### src/rtl/mdio_pkg.sv
package mdio_pkg;
  localparam int NCH        = 2;
  localparam int PRE_BITS   = 32;
  localparam int FRAME_BITS = 32;
  localparam int FIRST_RX   = 17;  // first bit position the PHY may own
  localparam int ACK_POS    = 16;  // second turnaround bit
  localparam logic [4:0] LINK_REG = 5'd1;
  localparam int LINK_BIT   = 2;

  typedef struct packed {
    logic        wr;
    logic [4:0]  regad;
    logic [4:0]  phy;
    logic [15:0] data;
  } mdio_cmd_t;
endpackage

### src/rtl/mdio_clkgen.sv
module mdio_clkgen #(
  parameter int DIV_W = 8
) (
  input  logic             clk,
  input  logic             rst_n,
  input  logic             en,
  input  logic [DIV_W-1:0] div,
  output logic             mdc,
  output logic             rise,
  output logic             fall
);
  logic [DIV_W-1:0] cnt_q;
  logic             mdc_q;
  logic             tick;

  assign tick = en && (cnt_q == div);
  assign rise = tick && !mdc_q;
  assign fall = tick && mdc_q;
  assign mdc  = mdc_q;

  always_ff @(posedge clk) begin
    if (!rst_n || !en) begin
      cnt_q <= '0;
      mdc_q <= 1'b0;
    end else if (tick) begin
      cnt_q <= '0;
      mdc_q <= !mdc_q;
    end else begin
      cnt_q <= cnt_q + 1'b1;
    end
  end
endmodule

### src/rtl/mdio_frame.sv
module mdio_frame
  import mdio_pkg::*;
(
  input  logic        clk,
  input  logic        rst_n,
  input  logic        rise,
  input  logic        fall,
  input  logic        start,
  input  logic        pre_en,
  input  mdio_cmd_t   cmd,
  input  logic        mdio_in,
  output logic        mdio_out,
  output logic        mdio_oe,
  output logic        busy,
  output logic        done,
  output logic        ack,
  output logic [15:0] rdata
);
  localparam int CW = $clog2(PRE_BITS + 1);

  logic [FRAME_BITS-1:0] word_q;
  logic [CW-1:0]         pre_left, bits_left;
  logic                  wr_q, on_frame, busy_q, out_q, oe_q, done_q, ack_q;
  logic [15:0]           rd_q;
  logic [4:0]            nxt;

  assign nxt = bits_left[4:0] - 5'd1;

  always_ff @(posedge clk) begin
    if (!rst_n) begin
      busy_q <= 1'b0; out_q <= 1'b1; oe_q <= 1'b0; done_q <= 1'b0;
      ack_q <= 1'b0; rd_q <= '0; on_frame <= 1'b0; wr_q <= 1'b0;
      pre_left <= '0; bits_left <= '0; word_q <= '0;
    end else begin
      done_q <= 1'b0;
      if (start && !busy_q) begin
        busy_q    <= 1'b1;
        wr_q      <= cmd.wr;
        word_q    <= {2'b01, cmd.wr ? 2'b01 : 2'b10, cmd.phy, cmd.regad,
                      cmd.wr ? 2'b10 : 2'b11, cmd.wr ? cmd.data : 16'hFFFF};
        pre_left  <= pre_en ? CW'(PRE_BITS) : '0;
        bits_left <= CW'(FRAME_BITS);
        on_frame  <= 1'b0;
        ack_q     <= 1'b0;
        rd_q      <= '0;
      end else if (busy_q && fall) begin
        if (pre_left != '0) begin
          out_q    <= 1'b1;
          oe_q     <= 1'b1;
          pre_left <= pre_left - 1'b1;
        end else if (bits_left != '0) begin
          out_q     <= word_q[nxt];
          oe_q      <= wr_q || (bits_left > CW'(FIRST_RX + 1));
          bits_left <= bits_left - 1'b1;
          on_frame  <= 1'b1;
        end else begin
          busy_q   <= 1'b0;
          oe_q     <= 1'b0;
          out_q    <= 1'b1;
          on_frame <= 1'b0;
          done_q   <= 1'b1;
        end
      end else if (busy_q && rise && on_frame && !wr_q) begin
        if (bits_left == CW'(ACK_POS))     ack_q <= !mdio_in;
        else if (bits_left < CW'(ACK_POS)) rd_q  <= {rd_q[14:0], mdio_in};
      end
    end
  end

  assign mdio_out = out_q;
  assign mdio_oe  = oe_q;
  assign busy     = busy_q;
  assign done     = done_q;
  assign ack      = ack_q;
  assign rdata    = rd_q;
endmodule

### src/rtl/mdio_master.sv
module mdio_master
  import mdio_pkg::*;
#(
  parameter int         DIV_W      = 8,
  parameter logic [7:0] CLKDIV_RST = 8'd1
) (
  input  logic        clk,
  input  logic        rst_n,
  input  logic        reg_wr,
  input  logic [2:0]  reg_addr,
  input  logic [31:0] reg_wdata,
  output logic [31:0] reg_rdata,
  output logic        mdc,
  output logic        mdio_out,
  output logic        mdio_oe,
  input  logic        mdio_in,
  output logic        irq_user,
  output logic        irq_link
);
  localparam int DIV_PAD = 20 - DIV_W;
  localparam logic [2:0] A_CTRL = 3'd0, A_ALIVE = 3'd1, A_LINK = 3'd2,
                         A_STAT = 3'd3, A_ACC = 3'd4, A_SEL = 3'd6;

  logic             en_q, presup_q;
  logic [DIV_W-1:0] div_q;
  logic [NCH-1:0]   go_q, ackb_q, ustat_q, lstat_q, poll_q, ien_q;
  mdio_cmd_t        acc_q [NCH];
  logic [4:0]       selphy_q [NCH];
  logic [31:0]      alive_q, link_q;
  logic             poll_ptr, own_user, own_ch;
  logic [4:0]       own_phy;

  logic rise, fall, eng_busy, eng_done, eng_ack, start;
  logic [15:0] eng_rdata;
  logic any_go, any_poll, user_ch, poll_ch, link_new;
  mdio_cmd_t cmd;

  mdio_clkgen #(.DIV_W(DIV_W)) u_clk (
    .clk(clk), .rst_n(rst_n), .en(en_q), .div(div_q),
    .mdc(mdc), .rise(rise), .fall(fall));

  assign any_go   = |go_q;
  assign user_ch  = !go_q[0];
  assign any_poll = |poll_q;
  assign poll_ch  = poll_q[poll_ptr] ? poll_ptr : !poll_ptr;
  assign start    = en_q && !eng_busy && !eng_done && (any_go || any_poll);
  assign link_new = eng_ack && eng_rdata[LINK_BIT];

  always_comb begin
    if (any_go) cmd = acc_q[user_ch];
    else        cmd = '{wr: 1'b0, regad: LINK_REG, phy: selphy_q[poll_ch], data: 16'h0};
  end

  mdio_frame u_frame (
    .clk(clk), .rst_n(rst_n), .rise(rise), .fall(fall), .start(start),
    .pre_en(!presup_q), .cmd(cmd), .mdio_in(mdio_in),
    .mdio_out(mdio_out), .mdio_oe(mdio_oe), .busy(eng_busy),
    .done(eng_done), .ack(eng_ack), .rdata(eng_rdata));

  always_ff @(posedge clk) begin
    if (!rst_n) begin
      en_q <= 1'b0; presup_q <= 1'b0; div_q <= DIV_W'(CLKDIV_RST);
      go_q <= '0; ackb_q <= '0; ustat_q <= '0; lstat_q <= '0;
      poll_q <= '0; ien_q <= '0; alive_q <= '0; link_q <= '0;
      poll_ptr <= 1'b0; own_user <= 1'b0; own_ch <= 1'b0; own_phy <= '0;
      for (int c = 0; c < NCH; c++) begin
        acc_q[c]    <= '0;
        selphy_q[c] <= '0;
      end
    end else begin
      if (reg_wr) begin
        if (reg_addr == A_CTRL) begin
          en_q     <= reg_wdata[30];
          presup_q <= reg_wdata[20];
          div_q    <= reg_wdata[DIV_W-1:0];
        end
        if (reg_addr == A_ALIVE) alive_q <= alive_q & ~reg_wdata;
        if (reg_addr == A_STAT) begin
          ustat_q <= ustat_q & ~reg_wdata[NCH-1:0];
          lstat_q <= lstat_q & ~reg_wdata[2*NCH-1:NCH];
        end
        for (int c = 0; c < NCH; c++) begin
          if (reg_addr == 3'(A_ACC + c) && !go_q[c]) begin
            acc_q[c] <= '{wr: reg_wdata[30], regad: reg_wdata[25:21],
                          phy: reg_wdata[20:16], data: reg_wdata[15:0]};
            go_q[c]   <= reg_wdata[31];
            ackb_q[c] <= 1'b0;
          end
          if (reg_addr == 3'(A_SEL + c)) begin
            poll_q[c]   <= reg_wdata[7];
            ien_q[c]    <= reg_wdata[6];
            selphy_q[c] <= reg_wdata[4:0];
          end
        end
      end
      if (start) begin
        own_user <= any_go;
        own_ch   <= any_go ? user_ch : poll_ch;
        own_phy  <= cmd.phy;
        if (!any_go) poll_ptr <= !poll_ch;
      end
      if (eng_done) begin
        if (eng_ack) alive_q[own_phy] <= 1'b1;
        if (own_user) begin
          go_q[own_ch]    <= 1'b0;
          ustat_q[own_ch] <= 1'b1;
          if (!acc_q[own_ch].wr) begin
            acc_q[own_ch].data <= eng_rdata;
            ackb_q[own_ch]     <= eng_ack;
          end
        end else if (link_q[own_phy] != link_new) begin
          link_q[own_phy] <= link_new;
          if (ien_q[own_ch]) lstat_q[own_ch] <= 1'b1;
        end
      end
    end
  end

  always_comb begin
    reg_rdata = '0;
    case (reg_addr)
      A_CTRL:  reg_rdata = {!eng_busy && !any_go, en_q, 9'b0, presup_q,
                            {DIV_PAD{1'b0}}, div_q};
      A_ALIVE: reg_rdata = alive_q;
      A_LINK:  reg_rdata = link_q;
      A_STAT:  reg_rdata = {{(32-2*NCH){1'b0}}, lstat_q, ustat_q};
      default: begin
        for (int c = 0; c < NCH; c++) begin
          if (reg_addr == 3'(A_ACC + c))
            reg_rdata = {go_q[c], acc_q[c].wr, ackb_q[c], 3'b0, acc_q[c].regad,
                         acc_q[c].phy, acc_q[c].data};
          if (reg_addr == 3'(A_SEL + c))
            reg_rdata = {24'b0, poll_q[c], ien_q[c], 1'b0, selphy_q[c]};
        end
      end
    endcase
  end

  assign irq_user = |ustat_q;
  assign irq_link = |lstat_q;
endmodule

### config.mk
export PLATFORM = sky130hd
export DESIGN_NAME = mdio_master
export DESIGN_NICKNAME = d
export VERILOG_FILES = /design/src/rtl/mdio_pkg.sv /design/src/rtl/mdio_clkgen.sv /design/src/rtl/mdio_frame.sv /design/src/rtl/mdio_master.sv
export SDC_FILE = /design/constraint.sdc
export NUM_CORES = 1
export LEC_CHECK = 0
export ABC_AREA = 1
export BUFFER_PORTS_ARGS = -buffer_cell sky130_fd_sc_hd__buf_2
export CAP_MARGIN = 25
export CORE_UTILIZATION = 65
export DETAILED_ROUTE_END_ITERATION = 10
export PLACE_DENSITY = 0.85
export SYNTH_ARGS = -nofsm -noshare
export SYNTH_HDL_FRONTEND = slang
export SYNTH_SLANG_ARGS = --single-unit
### constraint.sdc
create_clock -name clk -period 3.1 [get_ports clk]
set_input_delay 0.775 -clock clk [delete_from_list [all_inputs] [get_ports clk]]
set_output_delay 0.775 -clock clk [all_outputs]
set_load 0.01 [all_outputs]
# Yosys cells after proc, flatten, opt, wreduce, memory -nomap -nowiden
# Memory sizes are Yosys's and may differ from the RTL's. A register that Yosys moved wholly into a read port is not among the register bits.
# Index checks and enable logic that the tools add are counted.
dict set report totals {
  regBits 169
  latchBits 0
  ram_bits 64
  rom_bits 0
  input_bits 39
  out_inout_bits 37
  elab_cells 238
  mem_count 2
}
# memory depth word_bits read_ports rd_ports_with_merged_regs write_ports line_no
set mem_list {}
lappend mem_list {acc_q 2 27 4 1 3 mdio_master.sv:27} ;# mdio_cmd_t acc_q [NCH];
lappend mem_list {selphy_q 2 5 3 0 2 mdio_master.sv:28} ;# logic [4:0] selphy_q [NCH];
dict set report classes {
  add_sub_neg 4
  n_mul 0
  div 0
  order_cmp 8
  eq_ne 12
  shift 0
  muxes 101
  bitwise 22
  reduce_logical 58
}
# operator count
set ops {}
lappend ops {{$mux 32} 9}
lappend ops {{$pmux 32 s4} 1}
lappend ops {{$mux 27} 3}
lappend ops {{$mux 1} 49}
lappend ops {{$mux 6} 8}
lappend ops {{$mux 2} 22}
lappend ops {{$and 32x32->32} 1}
lappend ops {{$bwmux 32} 1}
lappend ops {{$not 32->32} 1}
lappend ops {{$or 32x32->32} 1}
lappend ops {{$logic_and 1x1->1} 17}
lappend ops {{$mux 16} 1}
lappend ops {{$reduce_and 3->1} 5}
lappend ops {{$reduce_and 2->1} 7}
lappend ops {{$eq 3x3->1 const B} 4}
lappend ops {{$logic_not 1->1} 12}
lappend ops {{$lt 5x6->1 const B} 2}
lappend ops {{$reduce_bool 6->1} 2}
lappend ops {{$reduce_or 2->1} 6}
lappend ops {{$sub 6x1->6 const B} 2}
lappend ops {{$bmux 1 s5} 2}
lappend ops {{$mux 5} 2}
lappend ops {{$add 8x1->8 const B} 1}
lappend ops {{$eq 8x8->1} 1}
lappend ops {{24 further kinds} 45}

# Depth between registers and ports, before layout
dict set report logic_depth {
  depth_word 10
  ltp_mapped 15
  ltp_nobuf 13
}

# Cells and area by module
# Synthesis repeated with hierarchy kept, for this count alone.
dict set report hier_totals {
  hier_cells 1608
  hier_area_um2 11999.0
}
# mod n_inst cells_per_inst area_per_inst_um2 seq_area_each_um2
set by_module_without_submodules {}
lappend by_module_without_submodules {mdio_master 1 1134 8529.4 3823.7}
lappend by_module_without_submodules {mdio_frame 1 392 2891.5 1261.2}
lappend by_module_without_submodules {mdio_clkgen 1 82 578.1 180.2}

# Worst setup path before layout
# Ideal clock, no wire load.
dict set report synth_timing {
  path_kind {input to output}
  from {input reg_addr[2]}
  to {output reg_rdata[5]}
  t_arrival_ps 1814
  required_time_ps 2325
  slack_ps 511
  cell_stages 6
  n_path_buf 1
  cell_sequence {inv_1 > nand2_1 > inv_1 > clkbuf_1 > a21oi_1 > o221ai_1}
}
dict set report synth_between {
  elab_chain_len 6
  elab_cells_between_ends 13
  classes_between {eq/ne (7); mux (5); reduce/logical (1)}
}
# element line_no
set synth_lines {}
lappend synth_lines {{start: declaration} mdio_master.sv:10} ;# input logic [2:0] reg_addr,
lappend synth_lines {{$eq 3x3->1} mdio_master.sv:129} ;# if (reg_addr == 3'(A_ACC + c))
lappend synth_lines {{$mux 32} mdio_master.sv:129}
lappend synth_lines {{$mux 32} mdio_master.sv:132} ;# if (reg_addr == 3'(A_SEL + c))
lappend synth_lines {{$mux 32} mdio_master.sv:129}
lappend synth_lines {{$mux 32} mdio_master.sv:132}
lappend synth_lines {{$pmux 32 s4 (*)} mdio_master.sv:121} ;# case (reg_addr)
lappend synth_lines {{end: declaration} mdio_master.sv:12} ;# output logic [31:0] reg_rdata,
# Mark *: on every way between the ends. The rest lies on a longest branch, timed or not.

# Worst setup path after layout
dict set report layout_timing {
  from {input reg_addr[2]}
  to {output reg_rdata[6]}
}
# The elaborated chain is that of the path after synthesis.

==> impl_metrics.yaml <==
global_route:
  met1_usage_pct: 52.1
  antenna_found_initial: 0
  grt_max_degree: 51
  track_usage_pct: 39.8
  grtUsageMet2_pct: 62.3
  grt_first_pass_wirelength_um: 56600
  grt.overflow.total: 0
  grt_most_used_layer: "met2"
  grt_pass1_vias: 10600
  grt_use_met3_pct: 8.39
cells_and_area:
  design_area_um2: 13100
  area_delta_synth_final_pct: 12.6
  final_nets: 1645
  drive_above_1_share_pct: 12.8
  seqCellArea_um2: 5270
  multi_input_area_um2: 5320
  antennaDiodeCount: 0
  fillers: 1349
critical_path:
  required_ps: 2320
  critPathBufInv: 4
  crit_arrival_ps: 2240
  cpMostUsedCell: "buf_2"
  reg2regPathDepth: 7
  r2r_setup_slack_ps: 380
  slowest_stage: "a221oi_1"
  cp-end-kind: "output port"
  worstPathCellList: "buf_2, inv_1, nand2_1, clkinv_1, a221oi_1, o211ai_1, buf_2"
  cp_slowest_stage_delay_ps: 450
  start_kind: "primary input"
  r2r-end: "u_frame.pre_left[5]"
  critical_path_class: "in2out"
  cp_top_family: "buffers and inverters"
  critPathMaxFanout: 9
  r2r_start: "go_q[0]"
placement:
  hpwl_um: 26100
  gp_congestion: 0.991
  place_ws_ps: 76.2
  dpl-instance-area_um2: 12200
  buffer_ports.inserted: 75
clock_tree:
  numCtsBuffers: 24
  hold_buffers: 0
  clock_latency_ps: 540
  cts_root_buffer: "clkbuf_16"
  cts.path.max_buffers: 3
  clk_pin_slew_ps: 60
  cts_sinks: 231
  cts-htree-levels: 1
  cts_tree: "yes"
timing:
  fmax_mhz: 332
  setup_tns_ps: 0
  max_slew_margin_pct: 49.0
  setup_viol: 0
  rsz0062_at_grt: "no"
  setup_ws_ps: 89.1
  max_slew.worst_pin.slew_ps: 764
  period_minus_slack_ps: 3010
  hold_viol: 0
  whs_ps: 458
  fin_worst_skew_ps: 24.2
  finalMaxSlewViolations: 0
  period_share_pct: 97.1
yosys:
  yosysSeqAreaShare_pct: 45.1
  synth.ff_latch_count: 231
  synth_nets: 1587
  synthFlopType: "dfxtp_1"
  yosysMostFrequentCell: "nand2_1"
  yosys.area.top_type_share_pct: 28.6
  synth_edf_count: 64
  async_reset_ff_share_pct: 0
  syn_area_per_cell_um2: 7.55
  synth_area_leaders: "dfxtp_1, edfxtp_1, nand2_1, inv_1, nor2_1"
  netlist_instances: 1545
  yosysTopAreaCell: "dfxtp_1"
  synth_cell_types: 43
  synth_area_um2: 11700
  yosys_warnings: 0
  ys_top_cells_by_count: "nand2_1, inv_1, dfxtp_1"
hold_path:
  hp-start: "u_frame.word_q[25]"
  hp-class: "reg2reg"
  hold_depth: 2
  hold-path-endpoint: "u_frame.word_q[25]"
pwr:
  p_leak_nw: 5.05
  powerDensity_nw_per_um2: 503
  ir_drop_uv: 590
floorplan:
  io_pins: 76
  initial_core_util_pct: 67.0
  dieArea_um2: 18500
  core_um2: 17400
  core.rowCount: 48
  die_height_um: 136
  die_w_um: 136
detailed_routing:
  first_pass_iters: 8
  ant_nets: 0
  drt_iter0_drc: 1421
  vias: 11600
  avgViaCountPerCell: 6.26
  avgRoutedWirePerCell_um: 19.9
  drc: 0
  wirelength_um: 36800
flow_run:
  max-cap-violations: 0
run_status:
  outcome: "completed"
final cells by class:
type                            count  area share [%]
Timing Repair Buffer              115            5.48
Sequential cell                   231            40.1
Multi-Input combinational cell   1040            40.4
Clock buffer                       37            5.58
Tap cell                          225            2.14
Clock inverter                      7           0.762
Inverter                          191            5.51
worst reg2reg max path: stages, from the launching register on:
cell and delay, ps:
dfxtp_1 790, nor2_2 170, a31oi_2 590, inv_1 530, nand2_1 200, o21ai_0 90, o21ai_0 100, a21oi_1 90
per-stage QoR:
stage	total power (W)	std cells	utilization, %
final	0.00661	1846	75.4
after global routing	0.00674	1846	75.4
after detailed placement	0.00361	1800	70.3
after floorplan	0.00345	1545	-
after global placement	0.00361	1800	70.3
after CTS	0.00657	1844	75.1
layout by cell type, fill, tap and decap left out, types with 6 or more instances in the layout:
cell type  count
a22oi_1        9
o22ai_1       45
nand2_1      347
inv_1        183
a21oi_1      109
o21ai_1        8
clkbuf_1       8
nand3_1       55
a21oi_2       11
nor3_1        18
clkbuf_16     27
buf_4         37
xor2_1         6
o32ai_1        8
o31ai_1       14
dfxtp_1      167
nand3_2       31
edfxtp_1      64
a211oi_1      25
o211ai_1      18
o21ai_0       84
buf_2         75
nand4_1       34
a221oi_1      14
nor2_1       159
mux2i_1        6
o2111ai_1     10
kinds of logic after synthesis:
family	share of synthesized area, %
compound gates	19.3
buf+inv	9.48
mux	0.515
xor+xnor	0.675
flops	45.1
fa+ha+maj	0.322
simple gates	24.6
worst max-delay path by stage:
stage,end,start,depth (start not counted),slack [ps]
after floorplan,reg_rdata[5],reg_addr[2],6,510
after global placement,reg_rdata[9],reg_addr[2],8,130
after detailed placement,reg_rdata[17],reg_addr[2],8,80
after CTS,reg_rdata[17],reg_addr[2],8,80
after global routing,reg_rdata[0],reg_addr[2],7,20
final,reg_rdata[6],reg_addr[2],7,90
metal layers:
metal	routed length, µm	part of all wire [%]
met5	0	0
met4	2030	5.5
met3	4420	12
met1	14100	38
met2	16200	44
power by group:
group	internal, W	total, W	leakage, nW	switching [W]
clock network	0.00180	0.00304	0.408	0.00124
registers	0.00316	0.00319	2.00	0.0000359
logic	0.000107	0.000377	2.64	0.000270
total	0.00507	0.00661	5.05	0.00154
registers in the layout, indices dropped and copies added (netlist names), 5 cells and up, named ones only:
name	cells
acc_q	54
alive_q	32
div_q	8
link_q	32
own_phy	5
selphy_q	10
u_clk.cnt_q	8
u_frame.bits_left	6
u_frame.pre_left	6
u_frame.rdata	16
u_frame.word_q	29
timing repair:
item	4_1_cts	5_1_grt
setup buffers	0	1
gates resized for setup	0	3
endpoints found under the setup margin	0	9
Note: power is estimated with default switching activity, not from simulation.
